**config.mk**
```make
export PLATFORM = sky130hd
export DESIGN_NAME = rp_irq_agg
export DESIGN_NICKNAME = d
export VERILOG_FILES = /design/src/rtl/rp_irq_pkg.sv /design/src/rtl/rp_irq_regs.sv /design/src/rtl/rp_irq_msi_capture.sv /design/src/rtl/rp_irq_local_status.sv /design/src/rtl/rp_irq_agg.sv
export SDC_FILE = /design/constraint.sdc
export NUM_CORES = 1
export LEC_CHECK = 0
export ABC_CLOCK_PERIOD_IN_PS = 1700
export BUFFER_PORTS_ARGS = -buffer_cell sky130_fd_sc_hd__buf_2
export CAP_MARGIN = 0
export CELL_PAD_IN_SITES_DETAIL_PLACEMENT = 1
export CELL_PAD_IN_SITES_GLOBAL_PLACEMENT = 1
export CORE_ASPECT_RATIO = 0.8
export CORE_MARGIN = 2
export CORE_UTILIZATION = 42
export CTS_CLUSTER_DIAMETER = 60
export CTS_CLUSTER_SIZE = 8
export DETAILED_ROUTE_END_ITERATION = 7
export PLACE_DENSITY_LB_ADDON = 0.1
export SYNTH_ARGS = -nofsm -noshare
export SYNTH_HDL_FRONTEND = slang
export SYNTH_HIERARCHICAL = 1
export SYNTH_SLANG_ARGS = --single-unit
```
**constraint.sdc**
```tcl
create_clock -name clk -period 1.7 [get_ports clk]
set_input_delay 0.085 -clock clk [delete_from_list [all_inputs] [get_ports clk]]
set_output_delay 0.085 -clock clk [all_outputs]
set_load 0.005 [all_outputs]
```
**src/rtl/rp_irq_pkg.sv**
```systemverilog
package rp_irq_pkg;

    localparam int DW = 32;
    localparam int AW = 12;

    localparam logic [AW-1:0] OFF_MASK    = 12'h180;
    localparam logic [AW-1:0] OFF_STAT    = 12'h184;
    localparam logic [AW-1:0] OFF_MSIADDR = 12'h190;
    localparam logic [AW-1:0] OFF_MSISTAT = 12'h194;

    localparam int N_ERR    = 6;
    localparam int N_INTX   = 4;
    localparam int INTX_LSB = 24;
    localparam int SUM_BIT  = 28;

    // error k -> status position: AXI side 16..18, PCIe side 20..22
    function automatic int err_pos(input int k);
        return (k < 3) ? 16 + k : 17 + k;
    endfunction

    function automatic logic [DW-1:0] defined_bits();
        logic [DW-1:0] m;
        m = '0;
        for (int k = 0; k < N_ERR; k++) m[err_pos(k)] = 1'b1;
        for (int k = 0; k < N_INTX; k++) m[INTX_LSB + k] = 1'b1;
        m[SUM_BIT] = 1'b1;
        return m;
    endfunction

    typedef struct packed {
        logic          valid;
        logic [DW-1:0] addr;
        logic [DW-1:0] data;
    } ib_wr_t;

    typedef struct packed {
        logic mask_we;
        logic stat_we;
        logic taddr_we;
        logic mstat_we;
    } reg_sel_t;

endpackage

```
**src/rtl/rp_irq_regs.sv**
```systemverilog
module rp_irq_regs
    import rp_irq_pkg::*;
(
    input  logic          clk,
    input  logic          rst,
    input  logic          bus_wr,
    input  logic [AW-1:0] bus_addr,
    input  logic [DW-1:0] bus_wdata,
    input  logic [DW-1:0] stat,
    input  logic [DW-1:0] msistat,
    output logic [DW-1:0] mask_q,
    output logic [DW-1:0] taddr_q,
    output logic [DW-1:0] stat_clr,
    output logic [DW-1:0] msi_clr,
    output logic [DW-1:0] rdata
);
    reg_sel_t sel;

    always_comb begin
        sel          = '0;
        sel.mask_we  = bus_wr && (bus_addr == OFF_MASK);
        sel.stat_we  = bus_wr && (bus_addr == OFF_STAT);
        sel.taddr_we = bus_wr && (bus_addr == OFF_MSIADDR);
        sel.mstat_we = bus_wr && (bus_addr == OFF_MSISTAT);
    end

    assign stat_clr = sel.stat_we  ? bus_wdata : '0;
    assign msi_clr  = sel.mstat_we ? bus_wdata : '0;

    always_ff @(posedge clk) begin
        if (rst) begin
            mask_q  <= '0;
            taddr_q <= '0;
        end else begin
            if (sel.mask_we)  mask_q  <= bus_wdata;
            if (sel.taddr_we) taddr_q <= bus_wdata;
        end
    end

    always_comb begin
        unique case (bus_addr)
            OFF_MASK:    rdata = mask_q;
            OFF_STAT:    rdata = stat;
            OFF_MSIADDR: rdata = taddr_q;
            OFF_MSISTAT: rdata = msistat;
            default:     rdata = '0;
        endcase
    end

    // a write to the mask offset is visible on the next cycle
    a_r2_mask_written: assert property (@(posedge clk) disable iff (rst)
        (bus_wr && bus_addr == OFF_MASK) |=> (mask_q == $past(bus_wdata)));

endmodule

```
**src/rtl/rp_irq_msi_capture.sv**
```systemverilog
module rp_irq_msi_capture
    import rp_irq_pkg::*;
#(
    parameter  int VECTORS = 32,
    localparam int VW      = $clog2(VECTORS)
) (
    input  logic               clk,
    input  logic               rst,
    input  ib_wr_t             ib,
    input  logic [DW-1:0]      target,
    input  logic [VECTORS-1:0] clr,
    output logic [VECTORS-1:0] pend,
    output logic               any_pend
);
    logic          hit;
    logic [VW-1:0] vec;

    assign vec      = ib.data[VW-1:0];
    assign hit      = ib.valid && (ib.addr == target) && ((ib.data >> VW) == '0);
    assign any_pend = |pend;

    for (genvar v = 0; v < VECTORS; v++) begin : g_vec
        logic set_v;
        assign set_v = hit && (vec == VW'(v));
        always_ff @(posedge clk) begin
            if (rst) pend[v] <= 1'b0;
            else     pend[v] <= (pend[v] && !clr[v]) || set_v;
        end
    end

    // a matching write marks its vector pending
    a_r3_vector_sets: assert property (@(posedge clk) disable iff (rst)
        hit |=> pend[$past(vec)]);

    // without a hit no new bit appears
    a_r4_miss_no_set: assert property (@(posedge clk) disable iff (rst)
        !hit |=> ((pend & ~$past(pend)) == '0));

    // a cleared bit without a new event drops
    a_r5_clear_drops: assert property (@(posedge clk) disable iff (rst)
        (!hit && (clr & pend) != '0) |=> ((pend & $past(clr)) == '0));

endmodule

```
**src/rtl/rp_irq_local_status.sv**
```systemverilog
module rp_irq_local_status
    import rp_irq_pkg::*;
(
    input  logic              clk,
    input  logic              rst,
    input  logic [N_ERR-1:0]  err_evt,
    input  logic [N_INTX-1:0] intx_lvl,
    input  logic              msi_any,
    input  logic [DW-1:0]     clr,
    output logic [DW-1:0]     stat
);
    logic [N_ERR-1:0]  err_prev;
    logic [N_ERR-1:0]  err_q;
    logic [N_ERR-1:0]  err_clr;
    logic [N_INTX-1:0] intx_q;
    logic              sum_q;

    for (genvar k = 0; k < N_ERR; k++) begin : g_err
        localparam int P = err_pos(k);
        logic rise;
        assign err_clr[k] = clr[P];
        assign rise       = err_evt[k] && !err_prev[k];
        always_ff @(posedge clk) begin
            if (rst) err_q[k] <= 1'b0;
            else     err_q[k] <= (err_q[k] && !err_clr[k]) || rise;
        end
    end

    always_ff @(posedge clk) begin
        if (rst) begin
            err_prev <= '0;
            intx_q   <= '0;
            sum_q    <= 1'b0;
        end else begin
            err_prev <= err_evt;
            intx_q   <= intx_lvl;
            sum_q    <= (sum_q && !clr[SUM_BIT]) || msi_any;
        end
    end

    always_comb begin
        stat = '0;
        for (int k = 0; k < N_ERR; k++) stat[err_pos(k)] = err_q[k];
        stat[INTX_LSB +: N_INTX] = intx_q;
        stat[SUM_BIT]            = sum_q;
    end

    // a set error bit only falls through a write of 1
    a_r6_err_sticky: assert property (@(posedge clk) disable iff (rst)
        1'b1 |=> ((($past(err_q) & ~$past(err_clr)) & ~err_q) == '0));

    // INTx bits track the lines with one cycle of delay
    a_r7_intx_follow: assert property (@(posedge clk) disable iff (rst)
        1'b1 |=> (stat[INTX_LSB +: N_INTX] == $past(intx_lvl)));

    // pending MSI work keeps the summary bit up
    a_r8_summary_rearm: assert property (@(posedge clk) disable iff (rst)
        msi_any |=> stat[SUM_BIT]);

endmodule

```
**src/rtl/rp_irq_agg.sv**
```systemverilog
module rp_irq_agg
    import rp_irq_pkg::*;
#(
    parameter int MSI_VECTORS = 32
) (
    input  logic              clk,
    input  logic              rst,
    input  logic              bus_wr,
    input  logic [AW-1:0]     bus_addr,
    input  logic [DW-1:0]     bus_wdata,
    output logic [DW-1:0]     bus_rdata,
    input  logic [N_INTX-1:0] intx_lvl,
    input  logic [N_ERR-1:0]  err_evt,
    input  logic              ib_wr_valid,
    input  logic [DW-1:0]     ib_wr_addr,
    input  logic [DW-1:0]     ib_wr_data,
    output logic              cpu_irq
);
    localparam logic [DW-1:0] DEF_BITS = defined_bits();

    ib_wr_t                 ib;
    logic [DW-1:0]          mask_q, taddr_q, stat_clr, msi_clr, stat, msistat;
    logic [MSI_VECTORS-1:0] msi_pend;
    logic                   msi_any;

    assign ib      = '{valid: ib_wr_valid, addr: ib_wr_addr, data: ib_wr_data};
    assign msistat = DW'(msi_pend);

    rp_irq_regs u_regs (
        .clk      (clk),
        .rst      (rst),
        .bus_wr   (bus_wr),
        .bus_addr (bus_addr),
        .bus_wdata(bus_wdata),
        .stat     (stat),
        .msistat  (msistat),
        .mask_q   (mask_q),
        .taddr_q  (taddr_q),
        .stat_clr (stat_clr),
        .msi_clr  (msi_clr),
        .rdata    (bus_rdata)
    );

    rp_irq_msi_capture #(.VECTORS(MSI_VECTORS)) u_msi (
        .clk     (clk),
        .rst     (rst),
        .ib      (ib),
        .target  (taddr_q),
        .clr     (msi_clr[MSI_VECTORS-1:0]),
        .pend    (msi_pend),
        .any_pend(msi_any)
    );

    rp_irq_local_status u_stat (
        .clk     (clk),
        .rst     (rst),
        .err_evt (err_evt),
        .intx_lvl(intx_lvl),
        .msi_any (msi_any),
        .clr     (stat_clr),
        .stat    (stat)
    );

    assign cpu_irq = |(stat & mask_q & DEF_BITS);

    // the cycle after reset everything is clear and the line is low
    a_r1_reset_clears: assert property (@(posedge clk)
        $past(rst) |-> (stat == '0 && msistat == '0 && mask_q == '0 && !cpu_irq));

    // a zero mask keeps the CPU line low
    a_r9_mask_zero_quiet: assert property (@(posedge clk) disable iff (rst)
        (mask_q == '0) |-> !cpu_irq);

    // undefined status positions never read as set
    a_r9_undef_zero: assert property (@(posedge clk) disable iff (rst)
        (stat & ~DEF_BITS) == '0);

endmodule

```
Yosys cells after proc, flatten, opt, wreduce, memory -nomap -nowiden
Cells that the tools add are included.
{"block": "word_totals", "reg_bits": 113, "input_bits": 122, "output_inout_bits": 33, "wordCells": 254}
{"block": "classes", "eq_ne": 36, "n_mux": 3, "bitwise_logic": 1, "reduce_logical": 171}
{"cell": "case mux 32 bit (4 select lines)", "count": 1}
{"cell": "logical AND 1 bit", "count": 83}
{"cell": "== test 5 bit (second input constant)", "count": 16}
{"cell": "== test 12 x 9 -> 1 bit (second input constant)", "count": 4}
{"cell": "zero test 1 bit", "count": 45}
{"cell": "== test 5 x 4 -> 1 bit (second input constant)", "count": 8}
{"cell": "logical OR 1 bit", "count": 39}
{"cell": "== test 32 bit", "count": 1}
{"cell": "zero test 32 bit", "count": 1}
{"cell": "2-to-1 mux 32 bit", "count": 1}
{"cell": "OR reduction 32 bit", "count": 1}
{"cell": "AND 29 bit", "count": 1}
{"cell": "2-to-1 mux 29 bit", "count": 1}
{"cell": "== test 5 x 3 -> 1 bit (second input constant)", "count": 4}
{"cell": "OR reduction 11 bit", "count": 1}
{"cell": "== test 5 x 2 -> 1 bit (second input constant)", "count": 2}
{"cell": "== test 5 x 1 -> 1 bit (second input constant)", "count": 1}
{"cell": "zero test 5 bit", "count": 1}

Logic depth before layout (Yosys ltp)
{"block": "logic_depth", "depth_word": 6, "depth_mapped": 8}

Hierarchy
Netlist, hierarchy kept.
{"mod": "rp_irq_regs", "n_inst": 1, "cells_each": 435, "area_per_inst_um2": 4190.3, "seq_area_each_um2": 1281.2}
{"mod": "rp_irq_msi_capture", "n_inst": 1, "cells_each": 248, "area_per_inst_um2": 2042.0, "seq_area_each_um2": 640.6}
{"mod": "rp_irq_local_status", "n_inst": 1, "cells_each": 72, "area_per_inst_um2": 752.0, "seq_area_each_um2": 340.3}
{"mod": "rp_irq_agg", "n_inst": 1, "cells_each": 7, "area_per_inst_um2": 58.8, "seq_area_each_um2": 0.0}

Worst setup path after synthesis
Ideal clock, no wire load.
{"block": "synth_timing", "kind": "register to register", "start": "register u_regs.taddr_q[0]", "end": "register u_msi.pend[10]", "setup_ns": 0.084, "arrival_time_ns": 1.370, "required_ns": 1.616, "path_slack_ns": 0.245, "path_stages_with_launch": 6, "n_path_buf": 1, "synth_period_minus_slack_ns": 1.455, "cell_sequence": "dfxtp_1 > xor2_1 > nor4_1 > nand4_2 > buf_6 > o31ai_2"}
{"block": "synth_between", "elab_chain_cells": 5}
{"element": "start, declared", "line": "rp_irq_regs.sv:12", "text": "output logic [DW-1:0] taddr_q,"}
{"element": "start signal, assigned", "line": "rp_irq_regs.sv:36", "text": "if (sel.taddr_we) taddr_q <= bus_wdata;"}
{"element": "== test 32 bit", "line": "rp_irq_msi_capture.sv:19", "text": "assign hit = ib.valid && (ib.addr == target) && ((ib.data >> VW) == '0);"}
{"element": "logical AND 1 bit (2 in a row)", "line": "rp_irq_msi_capture.sv:19"}
{"element": "logical AND 1 bit", "line": "rp_irq_msi_capture.sv:24", "text": "assign set_v = hit && (vec == VW'(v));"}
{"element": "logical OR 1 bit", "line": "rp_irq_msi_capture.sv:27", "text": "else pend[v] <= (pend[v] && !clr[v]) || set_v;"}
{"element": "end signal, assigned by index", "line": "rp_irq_msi_capture.sv:27"}
{"element": "end, declared", "line": "rp_irq_msi_capture.sv:12", "text": "output logic [VECTORS-1:0] pend,"}
No other way between the ends.
A chain may end at the register's enable or synchronous reset.

Worst setup path after layout
{"block": "layout_timing", "start": "register u_regs.taddr_q[20]", "end": "output bus_rdata[20]"}
{"block": "layout_between", "elab_chain_cells": 1}
{"element": "case mux 32 bit (4 select lines)", "line": "rp_irq_regs.sv:41", "text": "unique case (bus_addr)"}
{"element": "end, declared", "line": "rp_irq_agg.sv:11", "text": "output logic [DW-1:0] bus_rdata,"}
No other way between the ends.

==> impl_metrics.csv <==
group,metric,value,unit
status,status,"completed",
power,p_leak,3.86,nW
routing,drtIter0Drc,474,
finish,fillCellCount,1850,
power,p_seq_share,38.0,%
routing,antenna_left,0,
floorplan,die_w,147,µm
timing,worstMarginPinSlew,0.513,ns
timing,setup_violations,0,
routing,drc,0,
timing,clock_skew,0.00656,ns
run,maxCapViolCount,0,
placement,gp_congestion,0.811,
clock_tree,htreeDepth,4,
power,swShare,24.1,%
worst_setup_path,end_kind,"output port",
routing,dr_total_vias,6118,
worst_setup_path,crit_path_cell_trace,"buf_6 > mux4_2 > nor2b_4 > buf_2",
min_path,hold_class,"in2reg",
power,p_sw,1.71,mW
global_route,grt_pass1_wl,37.5,mm
clock_tree,cts_root_buffer,"clkbuf_16",
clock_tree,cts_sinks,113,
finish,final_layout_size_suffix_gt1_share,34.9,%
worst_setup_path,worst_path_largest_cell_delay,0.46,ns
clock_tree,cts_buffers,17,
global_route,grt_max_degree,64,
finish,final_cells,1141,
floorplan,die_area,0.0175,mm²
clock_tree,tritoncts,"done",
timing,rsz0062_at_grt,"yes",
timing,slew_headroom,65.7,%
global_route,grt_pass1_vias,6517,
finish,finalNetCount,1035,
global_route,antenna_found_initial,0,
timing,drv_slew,0,
finish,syn2layout_area_growth,31.5,%
power,clkPwrFrac,51.6,%
clock_tree,clk_transition_reported_paths,0.06,ns
worst_setup_path,cp_data_arrival_time,1.60,ns
finish,layout_commonest_cell,"buf_2",
power,p_per_area,780,mW/mm²
power,pwr-share-comb,10.4,%
placement,io_buffers,154,
placement,placed_cells,1074,
worst_setup_path,cp_max_fo,2,
finish,num_antenna_cells,0,
worst_setup_path,slowest_stage,"mux4_2",
routing,dr.pass1.iters,5,
floorplan,ios,155,
routing,drt_wl_total,24.5,mm
timing,final_hold_viol_count,0,
floorplan,rows,41,
global_route,overflow,0,
timing,fmax,593,MHz
clock_tree,clock_path_buffers,2,
synth,syn_area,0.00691,mm²
global_route,grtUsageTotal,28.0,%
worst_setup_path,cp-start-kind,"register",
power,p_total,7.08,mW
routing,wl_per_cell,21.5,µm
clock_tree,clock_latency,0.41,ns
floorplan,die_h,119,µm
synth,syn_area_per_cell,9.40,µm²
placement,dp_hpwl,17.5,mm
routing,via_per_inst,5.36,
synth,syn_inst,735,
finish,layout_common_cells,"buf_2, nand2b_1, dfxtp_1",
timing,finalCritPeriodShare,99.2,%
worst_setup_path,worst-setup-path-type,"reg2out",
power,p_int,5.37,mW
floorplan,initial_utilization,43.3,%
synth,synth_warnings,6,
worst_setup_path,worstPathRequired,1.62,ns
power,ir_drop,690,µV
floorplan,placeableCoreArea,0.0160,mm²
timing,finalCriticalPeriod,1.69,ns
-- power groups by stage --
stage          combinational (mW)  sequential, mW  clock, mW
2_1_floorplan               0.379            2.74          0
3_3_place_gp                0.635            2.75          0
3_5_place_dp                0.648            2.75          0
4_1_cts                     0.719            2.69       3.69
5_1_grt                     0.798            2.69       3.81
6_report                    0.738            2.69       3.66
-- sequential cells by signal, indices dropped and copies added, names as in the netlist --
signal,flops
u_stat/err_prev,6
u_stat/sum_q,1
u_stat/intx_q,4
u_stat/stat,6
u_regs/taddr_q,32
u_regs/mask_q,32
u_msi/pend,32
-- path summary, 6_finish.rpt --
kind	slack, ns	depth (start not counted)	end	startpoint
max reg2reg	0.02	5	u_msi/pend[15]	u_regs/taddr_q[0]
min reg2reg	0.48	2	u_regs/mask_q[3]	u_regs/mask_q[3]
min	0.01	3	u_regs/mask_q[3]	bus_wdata[3]
max	0.01	4	bus_rdata[20]	u_regs/taddr_q[20]
-- worst max-delay path, delay by kind of cell, from the launching register on --
| family | cells | cell delay [ns] |
|---|---|---|
| and+or+nand+nor | 1 | 0.14 |
| DFF | 1 | 0.34 |
| muxes | 1 | 0.46 |
| buffers and inverters | 2 | 0.25 |
-- cell type report --
cell class	instances	area, µm²	share of cell area [%]
multi-input cells	536	4380	48.2
inverters	34	128	1.40
flip-flops and latches	113	2280	25.1
clock buffers	19	443	4.88
well taps	215	269	2.96
repair buffers	211	1420	15.6
clock inverters	13	163	1.79
-- metal layers --
layer  global-route usage, %  wire, µm
met1                    38.4     11400
met4                    5.41       283
met5                       0         0
met3                    5.95      1350
met2                    45.9     11500
-- repair_timing --
action                                 4_1_cts  5_1_grt
gates cloned                                 0        2
setup endpoints to repair                   35       38
buffers inserted                             0        2
endpoints found under the hold margin       44        0
gates resized for setup                     12       33
hold buffers                                32        0
pin swaps                                    5       11
-- per-stage QoR --
stage | setup TNS, ns | area (µm²) | utilization, % | hold WS, ns | setup slack [ns]
floorplan | 0 | 6990 | - | 0.210 | 0.245
global placement | -2.42 | 7880 | 49.4 | 0.289 | -0.0907
detailed placement | -4.19 | 7880 | 49.4 | 0.297 | -0.167
CTS | -0.0586 | 8850 | 55.5 | 0.000974 | -0.0133
global route | -0.683 | 9080 | 56.9 | 0.00712 | -0.0812
finish | 0 | 9080 | 56.9 | 0.0113 | 0.0140
Note: power is estimated with default switching activity, not from simulation.
